### config.mk
export PLATFORM = sky130hd
export DESIGN_NAME = pix_frame_ser
export DESIGN_NICKNAME = d
export VERILOG_FILES = /design/src/rtl/pix_frame_pkg.sv /design/src/rtl/pix_rec_shifter.sv /design/src/rtl/pix_frame_seq.sv /design/src/rtl/pix_frame_ser.sv
export SDC_FILE = /design/constraint.sdc
export NUM_CORES = 1
export LEC_CHECK = 0
export ABC_AREA = 1
export BUFFER_PORTS_ARGS = -buffer_cell sky130_fd_sc_hd__buf_2
export CAP_MARGIN = 20
export CORE_MARGIN = 2
export CORE_UTILIZATION = 40
export DETAILED_ROUTE_END_ITERATION = 10
export GPL_ROUTABILITY_DRIVEN = 0
export SYNTH_ARGS = -nofsm -noshare
export SYNTH_HDL_FRONTEND = slang
export SYNTH_SLANG_ARGS = --single-unit
### constraint.sdc
create_clock -name clk -period 4.38 [get_ports clk]
set_input_delay 0.876 -clock clk [delete_from_list [all_inputs] [get_ports clk]]
set_output_delay 0.876 -clock clk [all_outputs]
set_load 0.02 [all_outputs]
### src/rtl/pix_frame_pkg.sv
package pix_frame_pkg;
  localparam int AMP_W  = 12;
  localparam int TIME_W = 12;
  localparam int SLOTS  = 4;
  localparam int REC_W  = AMP_W + TIME_W + 1;

  // Field placement inside the stored word: the serializer sends bit REC_W-1 first.
  typedef struct packed {
    logic [AMP_W-1:0]  amp;
    logic [TIME_W-1:0] tstamp;
    logic              rng;
  } rec_t;

  typedef enum logic [1:0] {
    ST_IDLE  = 2'd0,
    ST_ADDR  = 2'd1,
    ST_FETCH = 2'd2,
    ST_SHIFT = 2'd3
  } seq_st_e;
endpackage

### src/rtl/pix_rec_shifter.sv
module pix_rec_shifter #(
  parameter int W = 25
) (
  input  logic         clk,
  input  logic         rst_n,
  input  logic         load_i,
  input  logic         shift_i,
  input  logic [W-1:0] din_i,
  output logic         msb_o
);
  logic [W-1:0] sh_q, sh_d;

  always_comb begin
    sh_d = sh_q;
    if (load_i)       sh_d = din_i;
    else if (shift_i) sh_d = {sh_q[W-2:0], 1'b0};
  end

  always_ff @(posedge clk or negedge rst_n) begin
    if (!rst_n)                 sh_q <= '0;
    else if (load_i || shift_i) sh_q <= sh_d;
  end

  assign msb_o = sh_q[W-1];

  // a load or shift must never be requested together
  p_one_op_r4: assert property (@(posedge clk) disable iff (!rst_n)
    !(load_i && shift_i));
endmodule

### src/rtl/pix_frame_seq.sv
module pix_frame_seq
  import pix_frame_pkg::*;
#(
  parameter int PIXELS = 1024
) (
  input  logic                                clk,
  input  logic                                rst_n,
  input  logic                                start_i,
  output logic [$clog2(PIXELS*SLOTS)-1:0]     rd_addr_o,
  output logic                                load_o,
  output logic                                shift_o,
  output logic                                frame_o,
  output logic                                done_o
);
  localparam int TOTAL  = PIXELS * SLOTS;
  localparam int ADDR_W = $clog2(TOTAL);
  localparam int BIT_W  = $clog2(REC_W);
  localparam int FBITS  = TOTAL * REC_W;
  localparam int LEN_W  = $clog2(FBITS + 1);
  localparam logic [ADDR_W-1:0] LAST_REC = ADDR_W'(TOTAL - 1);
  localparam logic [BIT_W-1:0]  LAST_BIT = BIT_W'(REC_W - 1);
  localparam logic [BIT_W-1:0]  LEAD_BIT = BIT_W'(REC_W - 3);

  seq_st_e           st_q, st_d;
  logic [ADDR_W-1:0] rec_q, rec_d;
  logic [ADDR_W-1:0] addr_q, addr_d;
  logic [BIT_W-1:0]  bit_q, bit_d;
  logic              done_q, done_d;

  always_comb begin
    st_d    = st_q;
    rec_d   = rec_q;
    addr_d  = addr_q;
    bit_d   = bit_q;
    done_d  = 1'b0;
    load_o  = 1'b0;
    shift_o = 1'b0;
    unique case (st_q)
      ST_IDLE: if (start_i) begin
        st_d   = ST_ADDR;
        addr_d = '0;
      end
      ST_ADDR:  st_d = ST_FETCH;
      ST_FETCH: begin
        st_d   = ST_SHIFT;
        load_o = 1'b1;
        bit_d  = '0;
        rec_d  = '0;
      end
      ST_SHIFT: begin
        if (bit_q == LAST_BIT) begin
          if (rec_q == LAST_REC) begin
            st_d   = ST_IDLE;
            done_d = 1'b1;
          end else begin
            load_o = 1'b1;
            bit_d  = '0;
            rec_d  = rec_q + 1'b1;
          end
        end else begin
          shift_o = 1'b1;
          bit_d   = bit_q + 1'b1;
          if (bit_q == LEAD_BIT && rec_q != LAST_REC) addr_d = rec_q + 1'b1;
        end
      end
      default: st_d = ST_IDLE;
    endcase
  end

  always_ff @(posedge clk or negedge rst_n) begin
    if (!rst_n) begin
      st_q   <= ST_IDLE;
      rec_q  <= '0;
      addr_q <= '0;
      bit_q  <= '0;
      done_q <= 1'b0;
    end else begin
      st_q   <= st_d;
      rec_q  <= rec_d;
      addr_q <= addr_d;
      bit_q  <= bit_d;
      done_q <= done_d;
    end
  end

  assign rd_addr_o = addr_q;
  assign frame_o   = (st_q == ST_SHIFT);
  assign done_o    = done_q;

  // Checker-only cycle count of the strobe window
  logic [LEN_W-1:0] len_q;
  always_ff @(posedge clk or negedge rst_n) begin
    if (!rst_n)                 len_q <= '0;
    else if (st_q == ST_FETCH)  len_q <= '0;
    else if (st_q == ST_SHIFT)  len_q <= len_q + 1'b1;
  end

  p_frame_len_r3: assert property (@(posedge clk) disable iff (!rst_n)
    done_o |-> len_q == LEN_W'(FBITS));
  p_done_after_frame_r7: assert property (@(posedge clk) disable iff (!rst_n)
    $rose(done_o) |-> (!frame_o && $past(frame_o)));
  p_done_single_r7: assert property (@(posedge clk) disable iff (!rst_n)
    done_o |=> !done_o);
  p_addr_step_r5: assert property (@(posedge clk) disable iff (!rst_n)
    (rd_addr_o != $past(rd_addr_o)) |-> (rd_addr_o == $past(rd_addr_o) + 1'b1 || rd_addr_o == '0));
  p_busy_ignore_r8: assert property (@(posedge clk) disable iff (!rst_n)
    (frame_o && start_i) |=> (frame_o || done_o));
endmodule

### src/rtl/pix_frame_ser.sv
module pix_frame_ser
  import pix_frame_pkg::*;
#(
  parameter int PIXELS = 1024
) (
  input  logic                            clk,
  input  logic                            rst_n,
  input  logic                            start_i,
  output logic [$clog2(PIXELS*SLOTS)-1:0] rd_addr_o,
  input  logic [REC_W-1:0]                rd_data_i,
  output logic                            ser_o,
  output logic                            frame_o,
  output logic                            done_o
);
  logic load, shift, msb;

  pix_frame_seq #(.PIXELS(PIXELS)) u_seq (
    .clk       (clk),
    .rst_n     (rst_n),
    .start_i   (start_i),
    .rd_addr_o (rd_addr_o),
    .load_o    (load),
    .shift_o   (shift),
    .frame_o   (frame_o),
    .done_o    (done_o)
  );

  pix_rec_shifter #(.W(REC_W)) u_shift (
    .clk     (clk),
    .rst_n   (rst_n),
    .load_i  (load),
    .shift_i (shift),
    .din_i   (rd_data_i),
    .msb_o   (msb)
  );

  assign ser_o = msb & frame_o;

  p_quiet_idle_r1: assert property (@(posedge clk) disable iff (!rst_n)
    !frame_o |-> !ser_o);
  p_start_lead_r2: assert property (@(posedge clk) disable iff (!rst_n)
    $rose(frame_o) |-> (rd_addr_o == '0));
endmodule

# Word level (Yosys, flattened, before mapping)
# Index checks and enable logic that the tools add are counted.
[word_totals] ff_bits=57 output_inout_bits=15 wordCells=58
[op_classes] n_addsub=2 n_eq_ne=14 mux=24 bitwise_logic=1 n_reduce_logical=11
[op_table] cell="two-way mux 12 bit" n=5
[op_table] cell="two-way mux 25 bit" n=2
[op_table] cell="case mux 12 bit (2 select lines)" n=2
[op_table] cell="adder 12 x 1 -> 12 bit, second input constant" n=1
[op_table] cell="== test 12 bit, second input constant" n=1
[op_table] cell="!= test 12 bit, second input constant" n=1
[op_table] cell="== test 5 bit, second input constant" n=2
[op_table] cell="two-way mux 5 bit" n=2
[op_table] cell="case mux 5 bit (2 select lines)" n=1
[op_table] cell="case mux 2 bit (4 select lines)" n=1
[op_table] cell="two-way mux 1 bit" n=7
[op_table] cell="two-way mux 2 bit" n=3
[op_table] cell="!= test 2 x 1 -> 1 bit, second input constant" n=3
[op_table] cell="!= test 2 bit, second input constant" n=3
[op_table] cell="AND reduction 3 bit" n=2
[op_table] cell="nonzero test 2 bit" n=3
[op_table] cell="adder 5 x 1 -> 5 bit, second input constant" n=1
[op_table] cell="== test 2 bit, second input constant" n=2
[op_table] cell="AND reduction 2 bit" n=2
[op_table] cell="AND reduction 4 bit" n=1
[op_table] cell="!= test 3 bit, second input constant" n=1
[op_table] cell="== test 2 x 1 -> 1 bit, second input constant" n=1
[op_table] cell="zero test 2 bit" n=1
[op_table] cell="case mux 1 bit (2 select lines)" n=1
[op_table] cell="other kinds (3)" n=3

# Depth between registers and ports, before layout
# Gate-level depths: netlist (run 1).
[depth] ltp_word=6 depth_mapped=11 mapped_depth_nobuf=10

# Hierarchy
# A second synthesis (run 1) with hierarchy kept.
[unflattened] cells_unflattened=378 hier_area_um2=2989.1
[modules_own_cells] mod="pix_frame_seq" instances=1 cells_per_inst=240 area_each_um2=1814.2 seq_area_each_um2=800.8
[modules_own_cells] mod="pix_rec_shifter" instances=1 cells_per_inst=136 area_each_um2=1167.4 seq_area_each_um2=625.6
[modules_own_cells] mod="pix_frame_ser" instances=1 cells_per_inst=2 area_each_um2=7.5 seq_area_each_um2=0.0

# Worst setup path before layout (run 1)
# Ideal clock, no wire load.
[synth_timing] kind="register to output" startpoint="reg u_seq.st_q[1]" endpoint="out ser_o" arrival_ns=1.364 t_required_ns=3.504 setup_slack_ns=2.140 stages_incl_launch_ff=6 path_buffers=2 cell_sequence="dfrtp_1 -> ha_1 -> buf_2 -> buf_1 -> nand2_1 -> inv_1"
[synth_via] elab_chain_cells=2
[synth_lines] element="start, declared" line="pix_frame_seq.sv:24" text="seq_st_e st_q, st_d;"
[synth_lines] element="start signal, assigned" line="pix_frame_seq.sv:78" text="st_q <= st_d;"
[synth_lines] element="== test 2 bit" line="pix_frame_seq.sv:87" text="assign frame_o = (st_q == ST_SHIFT);"
[synth_lines] element="via frame_o" line="pix_frame_ser.sv:12" text="output logic frame_o,"
[synth_lines] element="bitwise AND 1 bit" line="pix_frame_ser.sv:37" text="assign ser_o = msb & frame_o;"
[synth_lines] element="end, declared" line="pix_frame_ser.sv:11" text="output logic ser_o,"
# The timed path passes the listed nets, and every way through them passes these cells.

# Worst setup path after layout (run 1)
[layout_timing] startpoint="reg u_seq.st_q[1]" endpoint="reg u_shift.sh_q[2]"
[layout_via] elab_chain_cells=4 elab_cells_between_ends=8 classes_between="2 x eq/ne; 3 x mux; 3 x reduce/logical"
[layout_lines] element="== test 2 bit" line="pix_frame_seq.sv:38" text="unique case (st_q)"
[layout_lines] element="case mux 1 bit (2 select lines) / two-way mux 1 bit (equally long branches)" line="pix_frame_seq.sv:38"
[layout_lines] element="nonzero test 2 bit (no source line) / logical OR 1 bit (equally long branches)"
[layout_lines] element="AND reduction 2 bit (no source line)"
[layout_lines] element="end signal, assigned" line="pix_rec_shifter.sv:20" text="if (!rst_n) sh_q <= '0;"
[layout_lines] element="end signal, assigned" line="pix_rec_shifter.sv:21" text="else if (load_i || shift_i) sh_q <= sh_d;"
[layout_lines] element="end, declared" line="pix_rec_shifter.sv:11" text="logic [W-1:0] sh_q, sh_d;"
# Several ways; a longest one is shown, not always the timed one.
# A chain may end at the register's enable or synchronous reset.

==> results.sh, run 1 <==
export IMPL_status="finished, final reports clean"
export IMPL_async_flop_share=1.00
export IMPL_cts_root_buf="clkbuf_8"
export IMPL_chipHeight_um=94.0
export IMPL_ys_top_cells_by_count="nand2_1, nand3_1, dfrtp_1"
export IMPL_worst_path_max_fanout=58
export IMPL_dr_pass1_iters=4
export IMPL_drv_slew=0
export IMPL_critPathLaunchType="register"
export IMPL_cap_viol_max_count=0
export IMPL_arrival_ns=3.01
export IMPL_path_common_cell="nand2_1"
export IMPL_placementRows=32
export IMPL_cts_tree="yes"
export IMPL_ctsResizeCount=0
export IMPL_clkSinkCount=57
export IMPL_grt_max_degree=59
export IMPL_worstSetupPathType="reg2reg"
export IMPL_worstHoldPathType="reg2reg"
export IMPL_cts_buffer_depth=2
export IMPL_setup_viol=0
export IMPL_post_drt_via_cell_ratio=5.00
export IMPL_io_pins=43
export IMPL_post_synth_top_count_cell="nand2_1"
export IMPL_synth_area_sq_um=3240
export IMPL_synth_seq_area_share=0.440
export IMPL_yosys_top_cells_area="dfrtp_1, nand2_1, nand3_1"
export IMPL_timing_final_crit_period_ns=2.78
export IMPL_synthFlopType="dfrtp_1"
export IMPL_end_kind="register"
export IMPL_num_vias=2896
export IMPL_worstMarginPinSlew_ns=0.859
export IMPL_yosys_warnings=0
export IMPL_fin_worst_skew_ns=0.00824
export IMPL_crit_slowest_cell="ha_1"
export IMPL_hold_violations=0
export IMPL_start_util=0.415
export IMPL_numCtsBuffers=9
export IMPL_fin_nets=508
export IMPL_synth_top_area_share=0.440
export IMPL_synth_edff_count=0
export IMPL_synth_largest_area_cell="dfrtp_1"
export IMPL_syn2layout_area_growth_pct=13.9
export IMPL_synth_area_per_cell_sq_um=7.37
export IMPL_p_leak_nw=1.91
export IMPL_synthesis_nets=475
export IMPL_place_inst=563
export IMPL_ys_ff_latch=57
export IMPL_drc=0
export IMPL_post_dp_hpwl_um=4850
export IMPL_dieArea_sq_um=8840
export IMPL_max_freq_ghz=0.359
export IMPL_rsz0062_at_grt="no"
export IMPL_critical_path_cell_chain="ha_1 -> inv_2 -> nor2_4 -> nand2_4 -> nand2_2 -> nand2_1 -> nand2_1 -> nand2_1"
export IMPL_grt_ovfl_total=0
export IMPL_layout_drive_gt1_share=0.151
export IMPL_cts_max_level=3
export IMPL_io_buffers=42
export IMPL_required_ns=4.60
export IMPL_fin_tns_setup_ns=0
export IMPL_chipWidth_um=94.0
export IMPL_period_share=0.636
export IMPL_syn_instance_count=440
export IMPL_grt_pass1_vias=2664
export IMPL_drt_initial_drc_count=129
export IMPL_slowest_delay_ns=0.72
export IMPL_slew_headroom=0.427
export IMPL_peakVddDrop_mv=0.332
export IMPL_hold_buffers=0
export IMPL_core_area_sq_um=7810
export IMPL_worst_path_buf_inv=1
export IMPL_grt_pass1_wl_um=12700
export IMPL_cts_setup_buffers=0
export IMPL_n_fill_cell=793
export IMPL_grt_usage=0.184
export IMPL_n_antenna_cell=0
export IMPL_final_cells=579
export IMPL_p_total_w=0.00214
export IMPL_cellPowerDensity_nw_per_um2=579
export IMPL_path_clk_slew_ns=0.06
export IMPL_antenna_found_initial=0
export IMPL_wire_per_inst_um=12.8
export IMPL_clk_latency_ns=0.33
export IMPL_drt_total_wl_um=7440
export IMPL_ys_types=26
export IMPL_ant_nets=0
export IMPL_crit_family="simple AND/OR/NAND/NOR gates"
path summary, 6_finish.rpt:
kind,start,endpoint,slack (ns),cells past startpoint
max,u_seq.st_q[1],u_shift.sh_q[2],1.60,8
min,u_seq.rd_addr_o[8],u_seq.rd_addr_o[8],0.47,2
max reg2reg,u_seq.st_q[1],u_shift.sh_q[2],1.60,8
min reg2reg,u_seq.rd_addr_o[8],u_seq.rd_addr_o[8],0.47,2
max in group asynchronous,rst_n,u_shift.sh_q[5],2.91,2
min in group asynchronous,rst_n,u_seq.rd_addr_o[4],0.66,1
final cells by class:
class	count	area (sq um)	share of cell area
Clock buffer	13	179	0.0484
Clock inverter	2	35.0	0.00949
Inverter	50	188	0.0508
Multi-Input combinational cell	309	1480	0.400
Sequential cell	57	1430	0.386
Tap cell	102	128	0.0346
Timing Repair Buffer	46	260	0.0705
tightest hold or removal path, delay by kind of cell, from the launching register on:
kind	cells	cell delay (ns)
flops	1	0.34
simple gates	2	0.09
per-layer routing:
metal	vias to the layer above	track usage	wire length, um
li1	1483	-	-
met1	1347	0.236	3400
met4	0	0.0628	48
met5	-	0	0
met3	4	0.0530	375
met2	62	0.297	3620
stage by stage:
| stage | hold WS (ns) | cell area, sq um | utilization | worst slack [ns] |
|---|---|---|---|---|
| 2_1_floorplan | 0.487 | 3240 | - | 2.14 |
| 3_3_place_gp | 0.450 | 3450 | 0.442 | 1.73 |
| 3_5_place_dp | 0.456 | 3450 | 0.442 | 1.60 |
| 4_1_cts | 0.472 | 3670 | 0.470 | 1.58 |
| 5_1_grt | 0.482 | 3690 | 0.473 | 1.37 |
| 6_report | 0.470 | 3690 | 0.473 | 1.60 |
kinds of logic (layout without fill, tap and decap cells):
kind of cell             Yosys count  count (layout)  share of synthesized area
buffers and inverters             74             111                      0.104
flip-flops                        57              57                      0.440
AND/OR/NAND/NOR                  279             279                      0.390
XOR/XNOR                           2               2                    0.00540
AO/OA/AOI/OAI                     21              21                     0.0336
adder cells (fa/ha/maj)            7               7                     0.0270
sequential cells by signal, summed over array words and instances, names as in the netlist:
register         flops
u_seq.bit_q          5
u_seq.rd_addr_o     12
u_shift.sh_q        25
u_seq.rec_q         12
u_seq.st_q           2
u_seq.done_o         1
report_power, final:
part | internal, W | switching [W] | leakage (nW)
Sequential | 0.000677 | 0.0000966 | 0.750
Combinational | 0.000275 | 0.000563 | 1.05
Clock | 0.000321 | 0.000208 | 0.112
layout by cell type (no fill, tap or decap):
master / Yosys / routed
nand4_1: 28 / 28
a21oi_1: 7 / 7
nor3_1: 3 / 3
inv_1: 48 / 48
inv_2: 1 / 1
clkinv_1: 1 / 1
nand2_2: 3 / 3
nand3_1: 69 / 69
dfrtp_1: 57 / 57
a31o_2: 1 / 1
nand3_2: 1 / 1
clkinv_2: 0 / 1
buf_16: 0 / 1
o21ai_0: 9 / 9
nand2_1: 123 / 123
nand2_4: 1 / 1
nor2_4: 2 / 2
nor2_2: 1 / 1
clkbuf_8: 0 / 13
nand4_4: 1 / 1
nor2_1: 47 / 47
bufinv_16: 0 / 1
buf_2: 12 / 42
xor2_1: 2 / 2
o21ai_1: 4 / 4
ha_1: 7 / 7
buf_4: 2 / 3
Power figures use the tool's default switching activity.
==> inputs of run 2 (changes only) <==
--- a/config.mk
+++ b/config.mk
@@ -5,7 +5,7 @@
 export SDC_FILE = /design/constraint.sdc
 export NUM_CORES = 1
 export LEC_CHECK = 0
-export ABC_AREA = 1
+export ABC_AREA = 0
 export BUFFER_PORTS_ARGS = -buffer_cell sky130_fd_sc_hd__buf_2
 export CAP_MARGIN = 20
 export CORE_MARGIN = 2
==> constraint.sdc (replaced) <==
create_clock -name clk -period 2.7 [get_ports clk]
set_input_delay 0.54 -clock clk [delete_from_list [all_inputs] [get_ports clk]]
set_output_delay 0.54 -clock clk [all_outputs]
set_load 0.02 [all_outputs]
==> results.sh, run 2 <==
export IMPL_clkSinkCount=57
export IMPL_end_kind="register"
export IMPL_yosys_warnings=0
export IMPL_worst_path_max_fanout=25
export IMPL_fin_util=0.486
export IMPL_layout_drive_gt1_share=0.237
export IMPL_drt_total_wl_um=6310
export IMPL_post_drt_via_cell_ratio=5.48
export IMPL_worstMarginPinSlew_ns=0.601
export IMPL_fin_worst_skew_ns=0.00889
export IMPL_drv_slew=0
export IMPL_grt_usage=0.174
export IMPL_place_inst=381
export IMPL_synthesis_nets=286
export IMPL_grt_ovfl_total=0
export IMPL_holdWs_ns=0.210
export IMPL_grt_pass1_wl_um=10500
export IMPL_worstSetupPathType="reg2reg"
export IMPL_chipHeight_um=89.0
export IMPL_wire_per_inst_um=15.9
export IMPL_ant_nets=0
export IMPL_dieArea_sq_um=7910
export IMPL_largest_register_ff_count=25
export IMPL_fin_tns_setup_ns=0
export IMPL_io_pins=43
export IMPL_fin_nets=332
export IMPL_layout_commonest_cell="dfrtp_1"
export IMPL_hold_violations=0
export IMPL_syn_instance_count=251
export IMPL_antenna_found_initial=0
export IMPL_grt_max_degree=34
export IMPL_hold_buffers=0
export IMPL_drt_initial_drc_count=131
export IMPL_layout_common_cells="dfrtp_1, buf_2, and2_1"
export IMPL_cap_viol_max_count=0
export IMPL_cts_buffer_depth=2
export IMPL_synth_top_area_share=0.494
export IMPL_setup_viol=0
export IMPL_path_clk_slew_ns=0.06
export IMPL_n_fill_cell=678
export IMPL_required_ns=2.96
export IMPL_critPathLaunchType="register"
export IMPL_max_freq_ghz=0.418
export IMPL_synth_seq_area_share=0.494
export IMPL_synthFlopType="dfrtp_1"
export IMPL_arrival_ns=2.66
export IMPL_chipWidth_um=89.0
export IMPL_synth_edff_count=0
export IMPL_cts_root_buf="clkbuf_8"
export IMPL_cts_tree="yes"
export IMPL_peakVddDrop_mv=0.320
export IMPL_status="finished, final reports clean"
export IMPL_p_leak_nw=1.54
export IMPL_core_area_sq_um=6910
export IMPL_cts_setup_buffers=0
export IMPL_cts_max_level=3
export IMPL_ys_ff_latch=57
export IMPL_timing_final_crit_period_ns=2.39
export IMPL_drc=0
export IMPL_clk_latency_ns=0.33
export IMPL_ctsResizeCount=0
export IMPL_slew_headroom=0.600
export IMPL_final_cells=396
export IMPL_synth_area_per_cell_sq_um=11.5
export IMPL_async_flop_share=1.00
export IMPL_synth_largest_area_cell="dfrtp_1"
export IMPL_worstHoldPathType="in2async"
export IMPL_numCtsBuffers=9
export IMPL_dr_pass1_iters=4
export IMPL_grt_pass1_vias=2108
export IMPL_start_util=0.418
export IMPL_n_antenna_cell=0
export IMPL_num_vias=2169
export IMPL_io_buffers=42
export IMPL_placementRows=30
export IMPL_post_dp_hpwl_um=4110
export IMPL_period_share=0.887
export IMPL_ys_top_cells_by_count="dfrtp_1, and2_1, a221o_1"
export IMPL_rsz0062_at_grt="no"
export IMPL_ys_types=40
export IMPL_synth_area_sq_um=2890
export IMPL_post_synth_top_count_cell="dfrtp_1"
export IMPL_cellPowerDensity_nw_per_um2=918
export IMPL_regMostFlops="u_shift.sh_q"
export IMPL_p_total_w=0.00308
export IMPL_yosys_top_cells_area="dfrtp_1, a221o_1, and2_1"
export IMPL_syn2layout_area_growth_pct=16.2
[run 2: cell types whose count changed after synthesis, sizes merged, moves of 24 or more]
cell   before  now
inv        49   10
nand4      29    4
nor2       50    5
and2        0   25
nand2     127   15
a221o       0   24
nand3      70   10
[run 2: where the power goes]
part           total, W  internal (W)  switching [W]  leakage (nW)
clock network  0.000690      0.000369       0.000321        0.0871
logic           0.00115      0.000528       0.000624         0.703
registers       0.00124       0.00109       0.000151         0.752
total           0.00308       0.00199        0.00110          1.54
[run 2: cell families (layout without fill, tap and decap cells)]
kind of cell,after synthesis,in the layout,share of synthesized area
and+or+nand+nor,74,74,0.149
AOI/OAI and AO/OA,71,71,0.220
buffers and inverters,25,74,0.0507
DFF,57,57,0.494
xor gates and xnor gates,10,10,0.0303
muxes,7,7,0.0251
adders and majority gates,7,7,0.0303
[run 2: path summary, 6_finish.rpt]
| kind | from | end | slack (ns) | depth (start not counted) |
|---|---|---|---|---|
| hold / removal | rst_n | u_seq.done_o | 0.21 | 1 |
| setup / recovery | u_seq.bit_q[0] | u_shift.sh_q[7] | 0.31 | 7 |
| hold reg to reg | u_seq.rd_addr_o[11] | u_seq.rd_addr_o[11] | 0.48 | 1 |
| setup reg to reg | u_seq.bit_q[0] | u_shift.sh_q[7] | 0.31 | 7 |
| min in group clk | rd_data_i[0] | u_shift.sh_q[0] | 0.43 | 2 |
| max in group asynchronous | rst_n | u_seq.st_q[0] | 1.91 | 2 |
[run 2: stage by stage]
step / setup slack, ns / area [sq um]
final: 0.306 / 3360
after global routing: 0.118 / 3360
after CTS: 0.341 / 3340
after detailed placement: 0.368 / 3170
after global placement: 0.406 / 3170
after floorplan: 0.717 / 2890
[run 2: area by class of cell]
cell class / count / area, sq um / area share
clock inverter: 3 / 17.5 / 0.00522
timing repair buffer: 50 / 289 / 0.0861
multi-input combinational: 169 / 1320 / 0.392
sequential: 57 / 1430 / 0.425
clock buffer: 11 / 151 / 0.0451
inverter: 10 / 37.5 / 0.0112
tap: 96 / 120 / 0.0358
[run 2: critical path, stage by stage, from the launching register on]
cell     delay (ns)
dfrtp_1        0.45
inv_1          0.11
ha_1           0.19
and4b_1        0.43
nand2_1        0.37
o21ai_4        0.24
buf_4          0.31
a221o_1        0.20
[run 2: per-layer routing]
metal | global-route usage | vias to the layer above | routed length [um]
met3 | 0.0508 | 11 | 289
met4 | 0.0801 | 0 | 124
met5 | 0 | - | 0
met1 | 0.245 | 1049 | 3100
li1 | - | 1057 | -
met2 | 0.250 | 52 | 2790
==> inputs of run 3 (changes only) <==
--- a/config.mk
+++ b/config.mk
@@ -5,13 +5,14 @@
 export SDC_FILE = /design/constraint.sdc
 export NUM_CORES = 1
 export LEC_CHECK = 0
-export ABC_AREA = 0
+export ABC_AREA = 1
 export BUFFER_PORTS_ARGS = -buffer_cell sky130_fd_sc_hd__buf_2
 export CAP_MARGIN = 20
 export CORE_MARGIN = 2
 export CORE_UTILIZATION = 40
 export DETAILED_ROUTE_END_ITERATION = 10
 export GPL_ROUTABILITY_DRIVEN = 0
+export MAX_ROUTING_LAYER = met4
 export SYNTH_ARGS = -nofsm -noshare
 export SYNTH_HDL_FRONTEND = slang
 export SYNTH_SLANG_ARGS = --single-unit
==> results.sh, run 3 (same netlist as run 1, synthesis figures left out) <==
export IMPL_chipWidth_um=94.0
export IMPL_r2r_end="u_shift.sh_q[0]"
export IMPL_setup_viol=0
export IMPL_drc=0
export IMPL_cts_root_buf="clkbuf_8"
export IMPL_placementRows=32
export IMPL_register_area_sq_um=1430
export IMPL_required_ns=2.92
export IMPL_num_vias=2861
export IMPL_ff2ff_path_depth=8
export IMPL_grt_pass1_vias=2703
export IMPL_antenna_found_initial=0
export IMPL_dr_pass1_iters=4
export IMPL_end_kind="register"
export IMPL_crit_family="simple AND/OR/NAND/NOR gates"
export IMPL_p_sw_w=0.00139
export IMPL_wire_per_inst_um=12.2
export IMPL_ant_nets=0
export IMPL_rrSetupSlack_ns=0.48
export IMPL_layout_common_cells="nand2_1, nand3_1, dfrtp_1"
export IMPL_largest_register_ff_count=25
export IMPL_drt_initial_drc_count=143
export IMPL_cts_max_level=3
export IMPL_fin_tns_setup_ns=0
export IMPL_clkSinkCount=57
export IMPL_wl_met2_um=3350
export IMPL_sw_frac_of_total=0.408
export IMPL_io_pins=43
export IMPL_syn2layout_area_growth_pct=14.0
export IMPL_start_util=0.415
export IMPL_slew_headroom=0.522
export IMPL_cts_setup_buffers=0
export IMPL_io_buffers=42
export IMPL_dieArea_sq_um=8840
export IMPL_worst_path_buf_inv=0
export IMPL_layout_drive_gt1_share=0.154
export IMPL_core_area_sq_um=7810
export IMPL_hold_buffers=0
export IMPL_grt_max_degree=51
export IMPL_rr_startpoint="u_seq.rec_q[0]"
export IMPL_crit_slowest_cell="dfrtp_1"
export IMPL_cts_buffer_depth=2
export IMPL_hold_violations=0
export IMPL_p_int_w=0.00201
export IMPL_arrival_ns=2.44
export IMPL_grt_ovfl_total=0
export IMPL_clk_latency_ns=0.34
export IMPL_p_comb_frac=0.389
export IMPL_cap_viol_max_count=0
export IMPL_worstSetupPathType="reg2reg"
export IMPL_post_drt_via_cell_ratio=4.92
export IMPL_slowest_delay_ns=0.46
export IMPL_path_depth=8
export IMPL_grt_usage=0.185
export IMPL_pwr_share_clk=0.240
export IMPL_met3_length_um=381
export IMPL_n_fill_cell=801
export IMPL_seq_power_share=0.370
export IMPL_holdWs_ns=0.195
export IMPL_fin_util=0.474
export IMPL_regMostFlops="u_shift.sh_q"
export IMPL_p_leak_nw=1.92
export IMPL_wl_met1_um=3270
export IMPL_cp_startpoint="u_seq.rec_q[0]"
export IMPL_path_common_cell="nand2_1"
export IMPL_grt_pass1_wl_um=12400
export IMPL_post_dp_hpwl_um=5050
export IMPL_drt_total_wl_um=7110
export IMPL_drv_slew=0
export IMPL_worstHoldPathType="in2async"
export IMPL_critical_path_cell_chain="ha_1 -> nand2_1 -> nor2_2 -> nand3_2 -> nand2_4 -> nand2_2 -> nand2_1 -> o21ai_0"
export IMPL_chipHeight_um=94.0
export IMPL_multi_input_area_sq_um=1480
export IMPL_worstSetupEndpoint="u_shift.sh_q[0]"
export IMPL_max_freq_ghz=0.451
export IMPL_layout_commonest_cell="nand2_1"
export IMPL_cellPowerDensity_nw_per_um2=918
export IMPL_rsz0062_at_grt="no"
export IMPL_worst_path_max_fanout=39
export IMPL_period_share=0.821
export IMPL_numCtsBuffers=9
export IMPL_cts_tree="yes"
export IMPL_critPathLaunchType="register"
export IMPL_fin_nets=509
export IMPL_worstMarginPinSlew_ns=0.715
export IMPL_peakVddDrop_mv=0.420
export IMPL_n_antenna_cell=0
export IMPL_fin_worst_skew_ns=0.00723
export IMPL_ctsResizeCount=0
export IMPL_dr_max_layer_used="met4"
export IMPL_status="finished, final reports clean"
export IMPL_path_clk_slew_ns=0.07
export IMPL_timing_final_crit_period_ns=2.22
-- run 3: changes by cell type in the layout (fill, tap and decap cells not counted), moves of 6 or more --
cell       delta
o311ai_0      -9
and2_1       -25
a21oi_1       +6
nand3_1      +59
o2bb2ai_1     -9
nor2_1       +42
inv_1        +38
nand4_1      +25
o31ai_1       -6
a221o_1      -24
nand2_1     +108
o21ai_0       +7
-- run 3: cell type report --
cell class | instances | area share
clock buffers | 11 | 0.0409
inverters | 50 | 0.0508
clock inverters | 5 | 0.0146
multi-input cells | 309 | 0.400
well taps | 102 | 0.0345
repair buffers | 47 | 0.0738
flip-flops and latches | 57 | 0.386
-- run 3: worst min-delay path by stage --
stage	from	end	slack, ns
4_1_cts	rst_n	u_shift.sh_q[2]	0.21
6_report	rst_n	u_seq.bit_q[3]	0.20
3_3_place_gp	u_seq.rd_addr_o[5]	u_seq.rd_addr_o[5]	0.45
3_5_place_dp	u_seq.rd_addr_o[0]	u_seq.rd_addr_o[0]	0.45
2_1_floorplan	rst_n	u_seq.bit_q[0]	0.24
5_1_grt	rst_n	u_seq.bit_q[3]	0.24
-- run 3: power by group through the flow --
stage	Clock (W)	Combinational [W]	Sequential, W
2_1_floorplan	0	0.00108	0.00123
3_3_place_gp	0	0.00131	0.00126
3_5_place_dp	0	0.00134	0.00127
4_1_cts	0.000848	0.00134	0.00125
5_1_grt	0.000884	0.00153	0.00129
6_report	0.000815	0.00132	0.00126
-- run 3: routing by layer --
layer | track usage | vias to the layer above
li1 | - | 1483
met1 | 0.228 | 1300
met2 | 0.291 | 67
met3 | 0.0578 | 11
met4 | 0.0580 | 0
met5 | - | -
-- run 3: through the flow --
stage | std cells | power [W] | cell area (sq um) | setup slack, ns
final | 581 | 0.00339 | 3700 | 0.483
after global routing | 581 | 0.00371 | 3700 | 0.201
after CTS | 581 | 0.00344 | 3700 | 0.458
after detailed placement | 565 | 0.00260 | 3490 | 0.471
after global placement | 565 | 0.00257 | 3490 | 0.482
after floorplan | 440 | 0.00231 | 3240 | 0.796
